File: config.mk
export PLATFORM = sky130hd
export DESIGN_NAME = sccb_reg_bridge
export DESIGN_NICKNAME = d
export VERILOG_FILES = /design/src/rtl/sccb_reg_bridge.sv
export SDC_FILE = /design/constraint.sdc
export NUM_CORES = 1
export LEC_CHECK = 0
export BUFFER_PORTS_ARGS = -buffer_cell sky130_fd_sc_hd__buf_2
export CORE_MARGIN = 5
export CORE_UTILIZATION = 55
export CTS_CLUSTER_DIAMETER = 200
export DETAILED_ROUTE_END_ITERATION = 16
export PLACE_DENSITY = 0.73
export SYNTH_ARGS = -nofsm -noshare
export SYNTH_HDL_FRONTEND = slang
export SYNTH_SLANG_ARGS = --single-unit
File: constraint.sdc
create_clock -name clk -period 3.67 [get_ports clk]
set_input_delay 0.734 -clock clk [delete_from_list [all_inputs] [get_ports clk]]
set_output_delay 0.734 -clock clk [all_outputs]
set_load 0.005 [all_outputs]
File: src/rtl/sccb_reg_bridge.sv
module sccb_reg_bridge #(
  parameter int CLK_DIV = 4,
  parameter int AW      = 4
) (
  input  logic          clk,
  input  logic          rst_n,
  input  logic [AW-1:0] reg_addr,
  input  logic          reg_wr,
  input  logic [7:0]    reg_wdata,
  output logic [7:0]    reg_rdata,
  output logic          scl_o,
  output logic          sda_low_o,
  input  logic          sda_i
);
  localparam int CW = (CLK_DIV > 1) ? $clog2(CLK_DIV) : 1;
  localparam logic [AW-1:0] A_OP = AW'(0), A_ST = AW'(1), A_EN = AW'(2), A_DEV = AW'(3),
                            A_WI = AW'(4), A_WV = AW'(5), A_RI = AW'(8), A_RD = AW'(9);
  localparam logic [7:0] OP_WR = 8'h05, OP_RD = 8'h70;
  localparam logic [7:0] ST_WOK = 8'h04, ST_ROK = 8'h01, ST_NAK = 8'h80;
  localparam logic [1:0] K_STA = 2'd0, K_WB = 2'd1, K_RB = 2'd2, K_STO = 2'd3;

  logic [7:0] en_q, dev_q, widx_q, wval_q, ridx_q, status_q, rdata_q, rsh_q;
  logic       busy, is_rd, err_q;
  logic [2:0] step_q;
  logic [3:0] bitn_q;
  logic [1:0] qtr_q;
  logic [CW-1:0] cnt_q;
  logic [1:0] kind;
  logic [7:0] tx_byte;
  logic       scl_c, sda_c;

  wire en_ok    = |en_q[7:1];
  wire start_op = reg_wr && reg_addr == A_OP && !busy && en_ok &&
                  (reg_wdata == OP_WR || reg_wdata == OP_RD);
  wire tick     = busy && cnt_q == CW'(CLK_DIV - 1);
  wire [2:0] last_step = is_rd ? 3'd7 : 3'd4;
  wire slot_end = kind == K_STA || kind == K_STO || bitn_q == 4'd8;
  wire tx_bit   = tx_byte[3'd7 - bitn_q[2:0]];

  always_comb begin
    if (!is_rd)
      case (step_q)
        3'd0:                 kind = K_STA;
        3'd1, 3'd2, 3'd3:     kind = K_WB;
        default:              kind = K_STO;
      endcase
    else
      case (step_q)
        3'd0, 3'd4:           kind = K_STA;
        3'd1, 3'd2, 3'd5:     kind = K_WB;
        3'd6:                 kind = K_RB;
        default:              kind = K_STO;
      endcase
  end

  always_comb
    case (step_q)
      3'd1:    tx_byte = {dev_q[7:1], 1'b0};
      3'd2:    tx_byte = is_rd ? ridx_q : widx_q;
      3'd3:    tx_byte = wval_q;
      default: tx_byte = {dev_q[7:1], 1'b1};
    endcase

  always_comb
    case (kind)
      K_STA:   begin scl_c = ~qtr_q[1];      sda_c = qtr_q == 2'd0; end
      K_STO:   begin scl_c = qtr_q != 2'd0;  sda_c = qtr_q[1];      end
      K_WB:    begin scl_c = qtr_q == 2'd1 || qtr_q == 2'd2; sda_c = bitn_q[3] | tx_bit; end
      default: begin scl_c = qtr_q == 2'd1 || qtr_q == 2'd2; sda_c = 1'b1; end
    endcase

  assign scl_o     = busy ? scl_c : 1'b1;
  assign sda_low_o = busy & ~sda_c;

  always_comb
    case (reg_addr)
      A_ST:    reg_rdata = status_q;
      A_EN:    reg_rdata = en_q;
      A_DEV:   reg_rdata = dev_q;
      A_WI:    reg_rdata = widx_q;
      A_WV:    reg_rdata = wval_q;
      A_RI:    reg_rdata = ridx_q;
      A_RD:    reg_rdata = rdata_q;
      default: reg_rdata = 8'h00;
    endcase

  always_ff @(posedge clk or negedge rst_n)
    if (!rst_n)              cnt_q <= '0;
    else if (!busy || tick)  cnt_q <= '0;
    else                     cnt_q <= cnt_q + CW'(1);

  always_ff @(posedge clk or negedge rst_n) begin
    if (!rst_n) begin
      en_q <= '0; dev_q <= '0; widx_q <= '0; wval_q <= '0; ridx_q <= '0;
      status_q <= '0; rdata_q <= '0; rsh_q <= '0;
      busy <= 1'b0; is_rd <= 1'b0; err_q <= 1'b0;
      step_q <= '0; bitn_q <= '0; qtr_q <= '0;
    end else begin
      if (reg_wr)
        case (reg_addr)
          A_EN:    en_q   <= reg_wdata;
          A_DEV:   dev_q  <= reg_wdata;
          A_WI:    widx_q <= reg_wdata;
          A_WV:    wval_q <= reg_wdata;
          A_RI:    ridx_q <= reg_wdata;
          default: ;
        endcase
      if (start_op) begin
        busy <= 1'b1; is_rd <= reg_wdata == OP_RD; err_q <= 1'b0;
        step_q <= '0; bitn_q <= '0; qtr_q <= '0; status_q <= 8'h00;
      end else if (tick) begin
        qtr_q <= qtr_q + 2'd1;
        if (qtr_q == 2'd2) begin
          if (kind == K_WB && bitn_q == 4'd8) err_q <= err_q | sda_i;
          if (kind == K_RB && !bitn_q[3])     rsh_q <= {rsh_q[6:0], sda_i};
        end
        if (qtr_q == 2'd3) begin
          if (!slot_end) bitn_q <= bitn_q + 4'd1;
          else begin
            bitn_q <= '0;
            if (step_q == last_step) begin
              busy     <= 1'b0;
              status_q <= err_q ? ST_NAK : (is_rd ? ST_ROK : ST_WOK);
              if (is_rd && !err_q) rdata_q <= rsh_q;
            end else
              step_q <= err_q ? last_step : step_q + 3'd1;
          end
        end
      end
    end
  end
endmodule


# Word level (Yosys, flattened, before mapping)
# Index checks and enable logic that the tools add are counted.
# op_classes
addsub	5
magnitude_cmp	1
eq_ne	25
mux	41
bitwise	6
n_reduce_logical	42
# ops
cell	n
$mux 8	7
$pmux 8 s7	1
$pmux 8 s3	1
$mux 3	7
$mux 4	4
$reduce_bool 2->1	7
$eq 4x4->1 const B	3
$reduce_and 2->1	6
$reduce_and 4->1	3
$mux 1	11
$eq 2x2->1 const B	5
$mux 2	5
$eq 3x3->1 const B	3
$eq 4x2->1 const B	2
$eq 4x3->1 const B	2
$eq 8x3->1 const B	1
$eq 8x7->1 const B	1
$logic_and 1x1->1	8
$reduce_or 7->1	1
$eq 3x2->1 const B	2
$pmux 2 s3	1
$reduce_and 6->1	1
$reduce_or 3->1	2
$logic_or 1x1->1	5
other kinds (23)	31
# totals
register_bits	78
in_bits	16
output_inout_bits	10
elab_cells	135

# Depth between registers and ports, before layout
# depth
word_depth	11
depth_mapped	9
depth_no_buf	8

# Least setup slack after synthesis
# Ideal clock, no wire load.
# synth_timing
path_kind	register to output
from	register step_q[1]
to	output port sda_low_o
arrival_time_ns	2.046
required_time_ns	2.936
setup_slack_ns	0.890
stages_incl_launch_ff	9
path_buffers	1
cell_sequence	dfrtp_1 inv_1 ha_1 or3b_1 buf_2 a221o_1 a31oi_1 nor4_1 nor4_1
# synth_between
elab_chain_len	8
word_cells_on_any_way	23
cone_classes	eq/ne: 8; mux: 7; bitwise: 3; reduce/logical: 5
# synth_rtl
item	line_no	rtl
start, declared	24	logic [2:0] step_q;
start signal, assigned	126	step_q <= err_q ? last_step : step_q + 3'd1;
$eq 3x2->1 (tied with other cells)	42, 57	
$pmux 8 s3 (tied with other cells)	57	case (step_q)
$bmux 1 s3 (tied with other cells)	38	wire tx_bit = tx_byte[3'd7 - bitn_q[2:0]];
$mux 1 (implied by the code) or $mux 2 (tied branches)	38, 41	
$or 1x1->1 (tied with other cells)	68	K_WB: begin scl_c = qtr_q == 2'd1 || qtr_q == 2'd2; sda_c = bitn_q[3] | tx_bit; end
$pmux 1 s3 (*)	65	case (kind)
$not 1->1 (*)	73	assign sda_low_o = busy & ~sda_c;
$and 1x1->1 (*)	73	
end, declared	12	output logic sda_low_o,
# Every way passes the cells marked *; elsewhere a longest branch is shown, timed or not. The select of a mux whose other input is x is not followed.

# Worst setup path after layout
# Same ends and word-level chain as after synthesis.

==> results.rst <==
.. list-table::
   :header-rows: 1

   * - Metric
     - Value
   * - Global-route total usage across every layer
     - between 20% and 30%
   * - Starting Density
     - around 55%
   * - Class of the most critical setup path
     - reg2out
   * - Setup repair after global routing missed its margin
     - false
   * - Fill cell total of the finished layout
     - 598
   * - Detailed placement HPWL
     - 6850 µm
   * - Critical path startpoint category
     - register
   * - Global route overflow
     - 0
   * - Fraction of the yosys area taken by sequential cells
     - 46.2%
   * - Endpoint type of the worst setup path
     - primary output
   * - Cts bufs inserted
     - 9
   * - Count of final max-slew check failures
     - 0
   * - Maximum fanout along the worst path
     - 8
   * - Routed wire length
     - ~9400 µm
   * - Cell family with most CP delay
     - compound AO/OA/AOI/OAI gates
   * - Placed Cells
     - about 460
   * - Slowest cell on crit path
     - sky130_fd_sc_hd__dfrtp_2
   * - Number of flops mapped to enable cells by yosys
     - 0
   * - Worst-margin pin slew
     - approximately 0.92 ns
   * - Syn_area_per_cell
     - around 11 µm²
   * - Antenna violations before repair
     - 0
   * - Number of antenna cells inserted
     - 0
   * - Placement Cell Area
     - between 4000 and 5000 µm²
   * - Maximum Capacitance Violations
     - 0
   * - Residual antenna-violating net count after detailed routing
     - 0
   * - Leakage
     - a little over 2 nW
   * - Yosys Warn Count
     - 0
   * - Area growth, synth to finish
     - 10.8%
   * - Buffering stage count on the worst path with inverters included
     - 2
   * - CP Data Required Time
     - 2.94 ns
   * - Clock latency reported for the late side of the worst-skew pair
     - 0.35 ns
   * - Pwr Density
     - 436 nW/µm²
   * - Number of hold violations in the final report
     - 0
   * - Global-route wire length before repair
     - around 16000 µm
   * - Clock edge transition at the registers on the reported setup and hold paths
     - around 0.080 ns
   * - Register bit total from synthesis
     - between 70 and 80
   * - Post-layout power
     - around 1.9 mW
   * - Netlist area before placement
     - slightly below 4000 µm²
   * - Post-Layout Cell Count
     - 478
   * - Smallest hold slack
     - ~0.44 ns
   * - DRC violations left
     - 0
   * - Count of port buffers added during placement
     - 25
   * - Worst slew margin
     - 38.8%
   * - Clock Root Buffer
     - sky130_fd_sc_hd__clkbuf_8
   * - Number of setup violations in the final report
     - 0
   * - Crit path largest cell delay
     - between 0.4 and 0.5 ns
   * - Core Area
     - between 7000 and 8000 µm²
   * - Worst vdd rail ir drop
     - a little under 0.3 mV
   * - Number of global-route vias before repair
     - 2977
   * - Ratio of cells with drive above 1 in the final layout
     - 33.2%
   * - Post-CTS setup buffers
     - 0
   * - Achievable frequency
     - ~280 MHz
   * - Y dimension of the die
     - about 95 µm
   * - Via count
     - 2988
   * - Critical-path cell list
     - inv_1 > ha_1 > o21ba_4 > and2_4 > a32o_1 > a2111oi_2 > nor4_1 > nor4_1 > buf_2
   * - 1st-pass router iterations
     - 6
   * - Most common flop cell mapped by yosys
     - sky130_fd_sc_hd__dfrtp_1
   * - WP data arrival
     - between 2 and 3 ns
   * - H-tree Lvls
     - 3
   * - Setup slack after layout
     - ~0.15 ns
   * - Worst hold path type
     - reg2reg
   * - Largest net degree at the start of global routing
     - 74
   * - Total Nets Final
     - about 400
   * - Ys async rst share
     - 100%
   * - CTS tree
     - built
   * - Post-Synthesis Net Count
     - between 300 and 400
   * - Wire per inst
     - just under 20 µm
   * - Sum Neg Setup Slack
     - 0 ns
   * - Std-Cell Rows
     - 31
   * - Die outline width
     - between 90 and 100 µm
   * - I/O Pins
     - 26
   * - Final Skew
     - between 0.008 and 0.009 ns
   * - Result of the run
     - finished clean
   * - Final period util
     - about 96%
   * - Core Util, Final
     - about three fifths
   * - Place WS
     - 0.475 ns
   * - Min Tclk post-route
     - about 3.5 ns
   * - Final RePlAce weighted congestion
     - between 0.9 and 1
   * - DR iter-0 viols
     - 200
   * - Die Footprint
     - between 8000 and 9000 µm²
   * - Clock sinks
     - 73
   * - Finished Cell Area
     - 4380 µm²
   * - Via density per instance
     - about 6.3
   * - Synth cell types
     - 54
   * - Most prevalent standard cell on the critical path
     - sky130_fd_sc_hd__nor4_1
   * - Max Buffers Root-to-Sink
     - 2
   * - Synthesized instance count
     - roughly 350
-- per-layer routing --
metal | up-vias | GRT usage, % | share of wire, %
met5 | - | 0 | 0
li1 | 1355 | - | -
met2 | 126 | 34.5 | 45
met1 | 1473 | 31.2 | 45
met3 | 34 | 5.34 | 5.5
met4 | 0 | 11.4 | 4.3
-- cells by family after synthesis --
| kind of cell | Yosys count | share of synthesized area [%] |
|---|---|---|
| flops | 73 | 46.2 |
| buf+inv | 21 | 2.50 |
| fa+ha+maj | 11 | 3.48 |
| mux | 74 | 21.2 |
| simple gates | 97 | 13.3 |
| compound gates | 69 | 13.4 |
-- cells in the mapped netlist, drive strengths merged (7+ instances only) --
cell type | instances | area (µm²)
a21oi | 17 | 92.6
a22oi | 18 | 135
buf | 8 | 50.0
dfrtp | 73 | 1830
ha | 11 | 138
inv | 11 | 41.3
mux2 | 67 | 754
nand2 | 28 | 108
nand3 | 13 | 65.1
nor2 | 13 | 48.8
nor2b | 7 | 43.8
o21ai | 10 | 50.1
-- path summary, 6_finish.rpt --
kind	depth (start not counted)	slack [ns]	from	end
worst max-delay path	9	0.15	step_q[1]	sda_low_o
worst min-delay path	1	0.44	cnt_q[0]	cnt_q[0]
worst max register to register	7	1.09	step_q[2]	rdata_q[0]
worst min register to register	1	0.44	cnt_q[0]	cnt_q[0]
max in group asynchronous	1	2.51	rst_n	step_q[1]
min in group asynchronous	1	0.53	rst_n	rsh_q[0]
-- report_power, final --
group          total, mW  internal, mW  switching [mW]
sequential          1.00         0.910          0.0931
combinational      0.261         0.142           0.118
clock              0.646         0.351           0.295
-- cells in the final DEF (no fill, tap or decap), drive strengths merged, types with 7 or more instances in the layout --
master / count
a22oi: 18
dfrtp: 73
nand2: 28
buf: 28
o21ai: 10
inv: 11
clkbuf: 12
ha: 11
nand3: 13
a21oi: 17
mux2: 67
nor2: 13
nor2b: 7
-- registers in the layout, summed over array words and instances, names as in the netlist, 4 cells and up --
signal   flops
rsh_q        8
en_q         8
widx_q       8
ridx_q       8
wval_q       8
bitn_q       4
rdata_q      8
dev_q        8
-- cell type report --
cell class	count	area, µm²	area share, %
Inverter	11	41.3	0.942
Sequential cell	73	1830	41.7
Tap cell	99	124	2.83
Clock buffer	12	155	3.54
Multi-Input combinational cell	251	2030	46.4
Timing Repair Buffer	28	150	3.43
Clock inverter	4	51.3	1.17
-- timing repair --
item	CTS	global route
hold buffers	0	0
endpoints found under the setup margin	0	1
resized for setup	0	2
Note: power is estimated with default switching activity, not from simulation.
